<file path="src/rtl/seg_shift_latch_pkg.sv">
package seg_shift_latch_pkg;

    typedef enum logic {
        ST_FILL = 1'b0,
        ST_FULL = 1'b1
    } fill_state_t;

endpackage

</file>
<file path="src/rtl/seg_fill_ctrl.sv">
module seg_fill_ctrl
    import seg_shift_latch_pkg::*;
#(
    parameter int STAGES = 20,
    parameter int LANES  = 4
) (
    input  logic clk,
    input  logic rst,
    input  logic shift_en,
    input  logic line_latch,
    input  logic en_n,
    input  logic par_mode,
    output logic accept,
    output logic full
);
    localparam int WIDTH = STAGES * LANES;
    localparam int CW    = $clog2(WIDTH + 1);

    fill_state_t state_q, state_d;
    logic [CW-1:0] cnt_q, cnt_d;
    logic [CW-1:0] target;

    assign target = par_mode ? CW'(STAGES) : CW'(WIDTH);

    // A latch strobe re-opens the line, so a shift in the same cycle is taken.
    assign accept = shift_en && !en_n && ((state_q == ST_FILL) || line_latch);

    always_comb begin
        cnt_d   = cnt_q;
        state_d = state_q;
        unique case (state_q)
            ST_FILL: begin
                if (line_latch) begin
                    cnt_d   = accept ? CW'(1) : '0;     // FILL -> FILL
                    state_d = ST_FILL;
                end else if (accept) begin
                    cnt_d = cnt_q + CW'(1);
                    if (cnt_d >= target) state_d = ST_FULL;  // FILL -> FULL
                end
            end
            ST_FULL: begin
                if (line_latch) begin
                    cnt_d   = accept ? CW'(1) : '0;     // FULL -> FILL
                    state_d = ST_FILL;
                end
            end
            default: state_d = ST_FILL;
        endcase
    end

    always_ff @(posedge clk) begin
        if (rst) begin
            state_q <= ST_FILL;
            cnt_q   <= '0;
        end else begin
            state_q <= state_d;
            cnt_q   <= cnt_d;
        end
    end

    always_comb begin
        full = (state_q == ST_FULL);
    end

    p_full_after_accept_r7: assert property (@(posedge clk) disable iff (rst)
        $rose(full) |-> $past(accept));
    p_latch_reopens_r9: assert property (@(posedge clk) disable iff (rst)
        line_latch |=> !full);
    p_no_overflow_r2: assert property (@(posedge clk) disable iff (rst)
        cnt_q <= CW'(WIDTH));
    p_full_ignores_r7: assert property (@(posedge clk) disable iff (rst)
        (full && !line_latch) |=> $stable(cnt_q));
endmodule

</file>
<file path="src/rtl/seg_shift_reg.sv">
module seg_shift_reg #(
    parameter int STAGES = 20,
    parameter int LANES  = 4
) (
    input  logic                       clk,
    input  logic                       rst,
    input  logic                       accept,
    input  logic                       dir,
    input  logic                       par_mode,
    input  logic [LANES-1:0]           din,
    output logic [STAGES*LANES-1:0]    sr_q
);
    localparam int WIDTH = STAGES * LANES;

    logic [WIDTH-1:0] nxt_lr_ser, nxt_lr_par, nxt_rl_ser, nxt_rl_par, nxt;

    // left-to-right: new data enters at the top and moves toward index 0
    assign nxt_lr_ser = {din[0], sr_q[WIDTH-1:1]};
    assign nxt_lr_par = {din, sr_q[WIDTH-1:LANES]};
    // right-to-left: new data enters at index 0 and moves toward the top
    assign nxt_rl_ser = {sr_q[WIDTH-2:0], din[0]};
    assign nxt_rl_par = {sr_q[WIDTH-LANES-1:0], din};

    always_comb begin
        unique case ({dir, par_mode})
            2'b00:   nxt = nxt_lr_ser;
            2'b01:   nxt = nxt_lr_par;
            2'b10:   nxt = nxt_rl_ser;
            default: nxt = nxt_rl_par;
        endcase
    end

    always_ff @(posedge clk) begin
        if (rst)         sr_q <= '0;
        else if (accept) sr_q <= nxt;
    end

    p_hold_when_idle_r5: assert property (@(posedge clk) disable iff (rst)
        !accept |=> $stable(sr_q));
endmodule

</file>
<file path="src/rtl/seg_line_latch.sv">
module seg_line_latch #(
    parameter int WIDTH = 80
) (
    input  logic             clk,
    input  logic             rst,
    input  logic             load,
    input  logic [WIDTH-1:0] d,
    output logic [WIDTH-1:0] q
);
    always_ff @(posedge clk) begin
        if (rst)       q <= '0;
        else if (load) q <= d;
    end

    p_latch_stable_r8: assert property (@(posedge clk) disable iff (rst)
        !load |=> $stable(q));
    p_latch_capture_r10: assert property (@(posedge clk) disable iff (rst)
        load |=> (q == $past(d)));
endmodule

</file>
<file path="src/rtl/seg_shift_latch.sv">
module seg_shift_latch #(
    parameter int STAGES = 20,
    parameter int LANES  = 4
) (
    input  logic                    clk,
    input  logic                    rst,
    input  logic                    shift_en,
    input  logic                    line_latch,
    input  logic                    dir,
    input  logic                    par_mode,
    input  logic [LANES-1:0]        din,
    input  logic                    en_l_in,
    input  logic                    en_r_in,
    output logic                    en_l_out,
    output logic                    en_r_out,
    output logic [STAGES*LANES-1:0] line_q
);
    localparam int WIDTH = STAGES * LANES;

    logic             en_n, accept, full;
    logic [WIDTH-1:0] sr_q;

    // direction chooses which side listens and which side hands on
    assign en_n     = dir ? en_l_in : en_r_in;
    assign en_l_out = dir ? 1'b1 : !full;
    assign en_r_out = dir ? !full : 1'b1;

    seg_fill_ctrl #(.STAGES(STAGES), .LANES(LANES)) u_ctrl (
        .clk(clk), .rst(rst), .shift_en(shift_en), .line_latch(line_latch),
        .en_n(en_n), .par_mode(par_mode), .accept(accept), .full(full)
    );

    seg_shift_reg #(.STAGES(STAGES), .LANES(LANES)) u_sr (
        .clk(clk), .rst(rst), .accept(accept), .dir(dir),
        .par_mode(par_mode), .din(din), .sr_q(sr_q)
    );

    seg_line_latch #(.WIDTH(WIDTH)) u_latch (
        .clk(clk), .rst(rst), .load(line_latch), .d(sr_q), .q(line_q)
    );

    p_disabled_no_shift_r5: assert property (@(posedge clk) disable iff (rst)
        (en_n && !line_latch) |=> $stable(line_q));
    p_one_cascade_low_r6: assert property (@(posedge clk) disable iff (rst)
        (en_l_out || en_r_out));
endmodule

</file>
<file path="config.mk">
export PLATFORM = sky130hd
export DESIGN_NAME = seg_shift_latch
export DESIGN_NICKNAME = d
export VERILOG_FILES = /design/src/rtl/seg_shift_latch_pkg.sv /design/src/rtl/seg_fill_ctrl.sv /design/src/rtl/seg_shift_reg.sv /design/src/rtl/seg_line_latch.sv /design/src/rtl/seg_shift_latch.sv
export SDC_FILE = /design/constraint.sdc
export NUM_CORES = 1
export LEC_CHECK = 0
export BUFFER_PORTS_ARGS = -buffer_cell sky130_fd_sc_hd__buf_2
export CAP_MARGIN = 20
export CORE_MARGIN = 2
export CORE_UTILIZATION = 50
export DETAILED_ROUTE_END_ITERATION = 12
export PLACE_DENSITY = 0.7
export SYNTH_ARGS = -nofsm -noshare
export SYNTH_HDL_FRONTEND = slang
export SYNTH_SLANG_ARGS = --single-unit
export TNS_END_PERCENT = 30
</file>
<file path="constraint.sdc">
create_clock -name clk -period 4.4 [get_ports clk]
set_clock_uncertainty 0.1 [all_clocks]
set_input_delay 0.22 -clock clk [delete_from_list [all_inputs] [get_ports clk]]
set_output_delay 0.22 -clock clk [all_outputs]
set_load 0.05 [all_outputs]
</file>
# After elaboration in Yosys (flattened, before gate mapping)
# Cells that the tools add are included.
# classes
n_addsub,1
magnitude_cmp,1
eq_ne,4
mux,15
bitwise,1
reduce_logical,7
# ops
cell,count
$pmux W80 S3,1
$mux W7,4
$pmux W7 S2,1
$mux W1,8
$add A7 B1 Y7 const B,1
$ge A7 B7 Y1,1
$ne A3 B2 Y1 const B,1
$eq A2 B1 Y1 const B,1
$eq A2 B2 Y1 const B,1
$logic_and A1 B1 Y1,2
$logic_not A1 Y1,2
$logic_not A2 Y1,1
$ne A2 B2 Y1 const B,1
$pmux W1 S2,1
$reduce_and A2 Y1,1
$logic_or A1 B1 Y1,1
$not A1 Y1,1
# word_totals
reg_bits,168
out_inout_bits,82

# Depth between registers and ports, before layout
# depth
depth_word,7
depth_mapped,7

# Cells and area by module
# From an unflattened synthesis, not the netlist that was laid out.
# unflattened
cells_unflattened,679
area_unflattened_um2,8181.6
# modules_own_cells
mod,instances,cells_each,area_each_um2
seg_shift_reg,1,361,4803.4
seg_line_latch,1,258,2869.0
seg_fill_ctrl,1,57,484.2
seg_shift_latch,1,3,25.0

# Worst setup path before layout
# Ideal clock, no wire load.
# synth_timing
path_kind,reg2reg
startpoint,register u_ctrl.cnt_q[0]
endpoint,"register u_ctrl.state_q, in the netlist u_ctrl.full"
setup_ps,92
arrival_ps,1511
required_time_ps,4208
setup_slack_ps,2696
stages_incl_launch_ff,8
path_buffers,0
synth_period_minus_slack_ps,1704
path_cell_list,dfxtp_1 ha_1 xnor2_1 ha_1 nand2_1 a311oi_1 nor3b_1 o32ai_1
# synth_via
elab_chain_len,6
# synth_lines
element,line_no,rtl
from (decl),seg_fill_ctrl.sv:20,"logic [CW-1:0] cnt_q, cnt_d;"
from (signal assigned),seg_fill_ctrl.sv:57,cnt_q <= cnt_d;
$add A7 B1 Y7,seg_fill_ctrl.sv:37,cnt_d = cnt_q + CW'(1);
$ge A7 B7 Y1,seg_fill_ctrl.sv:38,if (cnt_d >= target) state_d = ST_FULL;
$mux W1,seg_fill_ctrl.sv:38,
$mux W1,seg_fill_ctrl.sv:36,end else if (accept) begin
$mux W1,seg_fill_ctrl.sv:33,if (line_latch) begin
$pmux W1 S2,seg_fill_ctrl.sv:31,unique case (state_q)
to (signal assigned),seg_fill_ctrl.sv:56,state_q <= state_d;
to (decl),seg_fill_ctrl.sv:19,"fill_state_t state_q, state_d;"
# Every way passes these cells.
# A chain may end at the register's enable or synchronous reset.

# Worst setup path after layout
# layout_timing
startpoint,input dir
endpoint,register u_sr.sr_q[62]
# layout_via
elab_chain_len,4
# layout_lines
element,line_no,rtl
from (decl),seg_shift_latch.sv:9,"input logic dir,"
branches (longest 4 deep; another with $pmux W80 S3),--,
to (signal assigned),seg_shift_reg.sv:35,else if (accept) sr_q <= nxt;
to (decl),seg_shift_reg.sv:11,output logic [STAGES*LANES-1:0] sr_q
# Several ways; the timed one is not identified.

==> results.md <==
* Status: completed
* Die span in x at 130 um
* Syn avg cell area at a little over 10 um2
* Arr. time, crit path at 2730 ps
* Mapped Area at approximately 7900 um2
* Leakage dissipation at 0.00380 uW
* Ant diodes at 0
* H-tree depth at 4
* Kind of critical path: input pin to flop
* Final setup vio count at 0
* CTS root buffer: clkbuf_16
* Area of the multi-input gates at 4280 um2
* FF-to-FF Start: u_ctrl.full
* CTS buffer count at 17
* Clock transition at the registers of the reported paths at 60 ps
* Via/cell ratio at 5.71
* Per-cell routed wire length at 16.9 um
* Fin crit period at 2480 ps
* Max-cap check violation count at 0
* Hold Path Depth at 5
* Fmax at 404 MHz
* Combinational power share at 14.0%
* Cell internal pwr at between 2000 and 3000 uW
* Crit start category: input pin
* Clk Latency, worst-skew pair at 430 ps
* DR DRC count at 0
* Total power at 3780 uW
* Hold_ws at 108 ps
* Fin util at between 50 and 60%
* Syn. warnings at 0
* Worst Setup SP: dir
* RSZ-0062 raised after global routing: false
* Sink Count at 168
* Commonest non-fill, non-tap cells in the layout: nor2_1, dfxtp_1, buf_2
* Max IR drop VDD at 0.314 mV
* IO buf count at 93
* Synth Instances at 769
* Commonest non-fill, non-tap cell in the layout: nor2_1
* Post-synth top area cell: dfxtp_1
* Largest net degree at the start of global routing at 84
* R2R depth at 5
* Final std cell area, no fill at between 9000 and 10,000 um2
* Tightest Pin Transition at 1070 ps
* Pins Over Slew Limit at 0
* Setup TNS at 0 ps
* Ratio of cells with drive above 1 in the final layout at about a quarter
* Final net count at 841
* Final WL at 17,800 um
* Seq/Total Area, Yosys at 42.3%
* Clock power frac at 40.7%
* Synth unique cells at 32
* Core ar. at 15,700 um2
* CP required at around 4700 ps
* I/O Pins at between 90 and 100
* Die ar. at between 15,000 and 20,000 um2
* Fin crit share at 56.3%
* Vias in the first global route at between 5,000 and 6,000
* Post-CTS Hold Buffers at 0
* First drt pass iteration count at 4
* Initial Util at 50.5%
* Sw Ratio at 27.0%
* Reg area at 3360 um2
* Area Overhead vs Synth at 14.2%
* CP Max Fanout at 54
* Top post-synthesis cells by area: dfxtp_1, mux4_2, nor2_1, mux2i_1, nor3_1
* DP Area at 8460 um2
* Gr usage total at 21.9%
* Pwr dens at between 400 and 500 nW/um2
* Post-Syn Nets at 785
* Initial antenna violation count at 0
* Filler cells at 1,344
* Worst Setup End Kind: flop
* Reg power frac at 45.3%
* Via count at 6,016
* Top-area cell type share of the netlist area at between 40% and 50%
* Die height at 130 um
* Hold Vio Cnt, Final at 0
* Post-DP HPWL at 10,800 um
* DR iter-0 viols at 601
* CTS tree: yes
* # rows at 46
* Routed Antenna Nets at 0
* Switching Power at slightly above 1000 uW
* Post-cts resize count at 0
* Total grt overflow at 0
* Hold WC Path Type: input pin to flop
* R2r setup slk at 2170 ps
* Yosys reg bits at 168
* First-pass GRT wire length at 29,200 um
* Placer Congestion at 0.825
* Setup Fix Bufs, Post-CTS at 0
* RR Endpoint: u_sr.sr_q[62]
* CP endpoint: u_sr.sr_q[62]
* Clock tree buffer depth at 2
* Max-slew headroom at 28.9%
cells by family after synthesis:
family / after synthesis / synth area share [%]
AOI/OAI and AO/OA: 13 / 1.02
xor gates and xnor gates: 5 / 0.551
adders and majority gates: 4 / 0.630
buffers and inverters: 65 / 3.91
DFF: 168 / 42.3
muxes: 163 / 33.0
and+or+nand+nor: 351 / 18.5
sequential cells by signal, summed over array words and instances, names as in the netlist:
register      cells
u_ctrl.cnt_q      7
u_ctrl.full       1
u_latch.q        80
u_sr.sr_q        80
through the flow:
step / instances / worst slack (ps)
after CTS: 1054 / 1950
final: 1054 / 1920
after detailed placement: 1022 / 1500
after global routing: 1054 / 1710
after global placement: 1022 / 1580
after floorplan: 769 / 2700
power by group through the flow:
stage	logic [uW]	clock network (uW)	registers, uW
2_1_floorplan	362	0	1790
3_3_place_gp	521	0	1740
3_5_place_dp	530	0	1740
4_1_cts	533	1560	1710
5_1_grt	575	1620	1720
6_report	530	1540	1710
Yosys cell counts (all sizes together):
cell and n:
nand2 8, a311oi 1, buf 36, ha 4, or2 1, o2111ai 1
nand4b 2, xor2 3, dfxtp 168, nor3 79, mux2i 84, and3 3
and2 1, o21ai 4, or3 2, a21oi 4, clkbuf 28, nand3 3
o32ai 1, nor2 246, inv 1, o211ai 1, o31ai 1, or4b 1
mux4 79, xnor2 2, nand2b 2, nand3b 2, nor3b 1
worst min path at each step:
stage,start,to,slack [ps]
2_1_floorplan,line_latch,u_ctrl.cnt_q[5],300
3_3_place_gp,u_latch.q[71],u_latch.q[71],370
3_5_place_dp,u_latch.q[60],u_latch.q[60],370
4_1_cts,din[0],u_sr.sr_q[0],100
5_1_grt,shift_en,u_ctrl.cnt_q[2],130
6_report,din[0],u_sr.sr_q[0],110
layout make-up:
type / instances / area share, %
clock buffers: 21 / 5.08
clock inverters: 11 / 1.61
inverters: 1 / 0.0414
multi-input cells: 536 / 47.2
flip-flops and latches: 168 / 37.1
well taps: 216 / 2.98
repair buffers: 101 / 6.04
critical path, stage by stage:
cell	delay, ps
buf_4	450
mux2i_2	460
and3_2	980
buf_4	360
nor2_1	60
nor3_1	170
routing by layer:
metal	GRT usage, %	part of all wire (%)
met1	32.3	46
met2	32.8	48
met3	4.26	5.2
met4	7.02	1.4
met5	0	0
Power figures use the tool's default switching activity.
